## config.mk

```make
export PLATFORM = sky130hd
export DESIGN_NAME = fcsr_unit
export DESIGN_NICKNAME = d
export VERILOG_FILES = /design/src/rtl/fcsr_pkg.sv /design/src/rtl/fcsr_exc_merge.sv /design/src/rtl/fcsr_cc_field.sv /design/src/rtl/fcsr_cc_history.sv /design/src/rtl/fcsr_unit.sv
export SDC_FILE = /design/constraint.sdc
export NUM_CORES = 1
export LEC_CHECK = 0
export BUFFER_PORTS_ARGS = -buffer_cell sky130_fd_sc_hd__buf_4
export CORE_ASPECT_RATIO = 1.1
export CORE_UTILIZATION = 30
export DETAILED_ROUTE_END_ITERATION = 12
export HOLD_SLACK_MARGIN = 0.12
export PLACE_DENSITY_LB_ADDON = 0.05
export SYNTH_ARGS = -nofsm -noshare
export SYNTH_HDL_FRONTEND = slang
export SYNTH_HIERARCHICAL = 1
export SYNTH_SLANG_ARGS = --single-unit
```

## constraint.sdc

```tcl
create_clock -name clk -period 1.3 [get_ports clk]
set_input_delay 0.26 -clock clk [delete_from_list [all_inputs] [get_ports clk]]
set_output_delay 0.26 -clock clk [all_outputs]
set_load 0.02 [all_outputs]
```

## src/rtl/fcsr_pkg.sv

```systemverilog
package fcsr_pkg;
  localparam int CSR_W       = 32;
  localparam int KINDS       = 6;   // exception kinds incl. unimplemented
  localparam int TRAPPABLE   = 5;   // kinds that own a flag and an enable
  localparam int MAX_CC      = 8;
  localparam int CC_IDX_W    = $clog2(MAX_CC);
  localparam int RM_LSB      = 0;
  localparam int FLAG_LSB    = 2;
  localparam int EN_LSB      = 7;
  localparam int CAUSE_LSB   = 12;
  localparam int CC0_POS     = 23;
  localparam int FZ_POS      = 24;
  localparam int CC_UP_BASE  = 24;  // code n>=1 lives at CC_UP_BASE+n

  typedef enum logic [1:0] {
    RND_NEAREST = 2'd0,
    RND_ZERO    = 2'd1,
    RND_UP      = 2'd2,
    RND_DOWN    = 2'd3
  } rnd_mode_t;

  function automatic int cc_pos(input int n);
    return (n == 0) ? CC0_POS : CC_UP_BASE + n;
  endfunction

  function automatic logic [CSR_W-1:0] store_mask(input int ncc);
    logic [CSR_W-1:0] m;
    m = '0;
    m[1:0] = '1;
    m[FLAG_LSB +: TRAPPABLE]  = '1;
    m[EN_LSB +: TRAPPABLE]    = '1;
    m[CAUSE_LSB +: KINDS]     = '1;
    m[FZ_POS] = 1'b1;
    for (int n = 0; n < MAX_CC; n++)
      if (n < ncc) m[cc_pos(n)] = 1'b1;
    return m;
  endfunction
endpackage

```

## src/rtl/fcsr_exc_merge.sv

```systemverilog
module fcsr_exc_merge
  import fcsr_pkg::*;
(
  input  logic [CSR_W-1:0]     csr_cur,
  input  logic [KINDS-1:0]     kinds,
  output logic [KINDS-1:0]     cause_nxt,
  output logic [TRAPPABLE-1:0] flags_nxt,
  output logic                 trap_nxt
);
  logic [TRAPPABLE-1:0] enables;
  logic [TRAPPABLE-1:0] flags_old;
  logic                 hit_enabled;

  assign enables     = csr_cur[EN_LSB +: TRAPPABLE];
  assign flags_old   = csr_cur[FLAG_LSB +: TRAPPABLE];
  assign hit_enabled = |(kinds[TRAPPABLE-1:0] & enables);

  always_comb begin
    cause_nxt = kinds;
    trap_nxt  = hit_enabled | kinds[KINDS-1];
    flags_nxt = trap_nxt ? flags_old : (flags_old | kinds[TRAPPABLE-1:0]);
  end
endmodule

```

## src/rtl/fcsr_cc_field.sv

```systemverilog
module fcsr_cc_field
  import fcsr_pkg::*;
#(
  parameter int NUM_CC = 8
) (
  input  logic [CSR_W-1:0]    csr_cur,
  input  logic                cc_set,
  input  logic [CC_IDX_W-1:0] cc_idx,
  input  logic                cc_val,
  output logic [CSR_W-1:0]    csr_upd,
  output logic [MAX_CC-1:0]   cc_view
);
  for (genvar n = 0; n < MAX_CC; n++) begin : g_view
    if (n < NUM_CC) begin : g_live
      assign cc_view[n] = csr_cur[cc_pos(n)];
    end else begin : g_dead
      assign cc_view[n] = 1'b0;
    end
  end

  always_comb begin
    csr_upd = csr_cur;
    for (int n = 0; n < NUM_CC; n++)
      if (cc_set && (cc_idx == CC_IDX_W'(n)))
        csr_upd[cc_pos(n)] = cc_val;
  end
endmodule

```

## src/rtl/fcsr_cc_history.sv

```systemverilog
module fcsr_cc_history (
  input  logic clk,
  input  logic rst,
  input  logic issue,
  input  logic cc0_now,
  output logic cur_q,
  output logic prev_q
);
  always_ff @(posedge clk) begin
    if (rst) begin
      cur_q  <= 1'b0;
      prev_q <= 1'b0;
    end else if (issue) begin
      prev_q <= cur_q;
      cur_q  <= cc0_now;
    end
  end
endmodule

```

## src/rtl/fcsr_unit.sv

```systemverilog
module fcsr_unit
  import fcsr_pkg::*;
#(
  parameter int NUM_CC = 8
) (
  input  logic        clk,
  input  logic        rst,
  input  logic        sw_we,
  input  logic [31:0] sw_wdata,
  input  logic        op_valid,
  input  logic [5:0]  op_kinds,
  input  logic        cc_set,
  input  logic [2:0]  cc_idx,
  input  logic        cc_val,
  input  logic        issue,
  output logic [31:0] csr_q,
  output logic [1:0]  round_mode,
  output logic        flush_zero,
  output logic [7:0]  cc_bits,
  output logic        cc0_prev,
  output logic        trap
);
  localparam logic [CSR_W-1:0] MASK = store_mask(NUM_CC);

  logic [CSR_W-1:0]     csr_r;
  logic [CSR_W-1:0]     csr_cc;
  logic [CSR_W-1:0]     csr_d;
  logic [KINDS-1:0]     cause_nxt;
  logic [TRAPPABLE-1:0] flags_nxt;
  logic                 trap_nxt;
  logic                 trap_r;
  logic                 cc0_cur;
  logic                 take_op;

  fcsr_cc_field #(.NUM_CC(NUM_CC)) u_cc (
    .csr_cur (csr_r),
    .cc_set  (cc_set),
    .cc_idx  (cc_idx),
    .cc_val  (cc_val),
    .csr_upd (csr_cc),
    .cc_view (cc_bits)
  );

  fcsr_exc_merge u_exc (
    .csr_cur   (csr_r),
    .kinds     (op_kinds),
    .cause_nxt (cause_nxt),
    .flags_nxt (flags_nxt),
    .trap_nxt  (trap_nxt)
  );

  fcsr_cc_history u_hist (
    .clk     (clk),
    .rst     (rst),
    .issue   (issue),
    .cc0_now (csr_r[CC0_POS]),
    .cur_q   (cc0_cur),
    .prev_q  (cc0_prev)
  );

  assign take_op = op_valid && !sw_we;

  always_comb begin
    csr_d = csr_cc;
    if (take_op) begin
      csr_d[CAUSE_LSB +: KINDS]    = cause_nxt;
      csr_d[FLAG_LSB +: TRAPPABLE] = flags_nxt;
    end
    if (sw_we)
      csr_d = sw_wdata & MASK;
  end

  always_ff @(posedge clk) begin
    if (rst) begin
      csr_r  <= '0;
      trap_r <= 1'b0;
    end else begin
      csr_r  <= csr_d;
      trap_r <= take_op && trap_nxt;
    end
  end

  assign csr_q      = csr_r;
  assign round_mode = csr_r[RM_LSB +: 2];
  assign flush_zero = csr_r[FZ_POS];
  assign trap       = trap_r;
endmodule

```

==> results.ini <==
[status]
outcome=complete, no violations

[die]
rows=29
die-width_um=77.6
core_area_um2=5910
dieArea_um2=6610
initial_core_util=0.319
die_h_um=85.2
io_pins=93

[placed_design]
dpl.hpwl_um=3410
post-place-ws_ps=-44.5
routabilityCongestion=0.706
numPortBuffers=87

[routing]
drtIter0Drc=39
vias=1472
routedWlPerCell_um=14.4
ant_nets=0
post-route-drc-count=0
routed_wl_um=4530
dr.pass1.iters=4
via_per_inst=4.69

[grt]
grt_pass1_wl_um=7020
grtUsageMet2=0.250
global_route.usage.met1=0.154
antenna_found_initial=0
grt_use_met3=0.0290
track_usage=0.138
top_usage_layer=met2
gr-total-overflow=0
grt_pass1_vias=1430
grt_max_degree=20

[finish]
final_nets=284
regArea_um2=703
syn_to_final_growth_pct=30.0
final_layout_size_suffix_gt1_frac=0.485
multiInputGateArea_um2=827
fill_cells=617
n_antenna_cell=0

[timing]
relSlewSlack=0.756
hold_ws_ps=208
setup_ws_ps=81.1
final.setup_skew_ps=7.11
slew_violations=0
setup_viol=0
fmax_mhz=820
post-route-min-period_ps=1220
tightest_slew_ps=366
finalHoldViolations=0
rsz0062_at_grt=true
fin_crit_sh=0.938

[setup_path]
path_class=register to register
r2r-start=csr_q[9]
rrSetupSlack_ps=80
arrival_ps=1430
r2r-end=csr_q[4]
reg2regPathDepth=4
crit_path_start=csr_q[9]
end_kind=register
start_kind=register
crit_fanout=6
critPathRequiredTime_ps=1510

[power]
power.leakage_nw=1.20
vdd_drop_max_uv=520
powerDensity_nw_per_um2=1130

[clock_tree]
numClockSinks=35
path_clk_slew_ps=70
postCtsHoldBufs=0
cts_max_level=2
cts.repair.resized=0
numCtsBuffers=5
cts-root-buf=clkbuf_8
clkLatencyLatePin_ps=290
clockBufferDepth=2
cts_tree=yes
cts_setup_buffers=0

[min_path]
hold_depth=3
worstHoldEndpoint=csr_q[23]
min_from=sw_wdata[23]
hold_class=primary input to register

[logic_synthesis]
synth_cell_types=22
yosysWarnings=6
synthCells=186
synth_fp_nets=234
post_synth.cell_area_avg_um2=10.1
ys_ff_latch=35
syn_area_um2=1890
yosysSeqAreaShare=0.372

[flow_run]
drv_cap=0

-- cells in the mapped netlist, drive strengths merged --
master	n	area, um^2
nand3	1	5.00
nor2	19	71.3
and4bb	3	37.5
clkbuf	2	7.51
and2	5	31.3
inv	1	3.75
mux2	8	101
nor2b	11	68.8
and3	1	7.51
nor4b	1	15.0
nand4b	3	26.3
a41o	5	50.1
mux2i	29	290
a211oi	11	82.6
buf	47	347
a22oi	2	25.0
nand4	1	6.26
a21oi	1	8.76
dfxtp	35	701
-- how the worst max path moves through the flow --
| stage | end | slack, ps | depth (start not counted) |
|---|---|---|---|
| after floorplan | csr_q[4] | 130 | 4 |
| after global placement | csr_q[23] | -50 | 5 |
| after detailed placement | csr_q[23] | -40 | 5 |
| after CTS | csr_q[5] | 30 | 4 |
| after global routing | csr_q[2] | -20 | 4 |
| final | csr_q[4] | 80 | 4 |
-- cells by family (layout without fill, tap and decap cells) --
kind of cell,Yosys count,in the layout,share of synthesized area
multiplexers,37,37,0.208
buffers and inverters,50,101,0.190
flip-flops,35,35,0.372
AND/OR/NAND/NOR,45,45,0.143
AO/OA/AOI/OAI,19,19,0.0883
-- power by group --
| group | leakage (nW) | total [W] | switching (W) | internal, W |
|---|---|---|---|---|
| logic | 0.852 | 0.000584 | 0.000281 | 0.000303 |
| clock network | 0.0612 | 0.00101 | 0.000394 | 0.000620 |
| registers | 0.289 | 0.00118 | 0.0000487 | 0.00113 |
-- cell type report --
| type | count | area share |
|---|---|---|
| multi-input combinational | 101 | 0.337 |
| sequential | 35 | 0.287 |
| timing repair buffer | 92 | 0.287 |
| tap | 77 | 0.0393 |
| clock inverter | 2 | 0.0143 |
| inverter | 1 | 0.00153 |
| clock buffer | 6 | 0.0337 |
-- critical path, cell delays in order, from the launching register on --
cell and delay (ps):
dfxtp_2 340, a22oi_2 320, a41o_1 210, mux2i_1 70, a211oi_1 190
-- sequential cells by signal, indices dropped and copies added (netlist names) --
name / count
csr_q: 32
u_hist/cur_q: 1
trap: 1
u_hist/prev_q: 1
-- routing by layer --
layer	vias to the layer above	routed length, um
met1	704	1790
met3	8	258
met2	50	2400
met4	0	76
li1	710	-
met5	-	0
-- metrics by stage --
step	area (um^2)	util	setup TNS (ps)	cells	total power, W
finish	2450	0.414	0	314	0.00278
global route	2450	0.414	-39.0	314	0.00291
CTS	2450	0.414	0	314	0.00282
detailed placement	2330	0.394	-48.6	306	0.00180
global placement	2330	0.394	-54.9	306	0.00178
floorplan	1890	-	0	186	0.00159
-- placed cells by master (no fill, tap or decap), types with 2 or more instances in the layout --
| cell type | n |
|---|---|
| nor2_1 | 19 |
| a22oi_2 | 2 |
| clkbuf_8 | 6 |
| and4bb_1 | 3 |
| nor2b_1 | 11 |
| and2_1 | 5 |
| buf_4 | 91 |
| dfxtp_2 | 2 |
| nand4b_1 | 3 |
| mux2i_1 | 29 |
| mux2_2 | 5 |
| dfxtp_1 | 33 |
| a41o_1 | 5 |
| a211oi_1 | 11 |
| mux2_4 | 3 |
No activity file was read; power rests on OpenSTA's default activity.
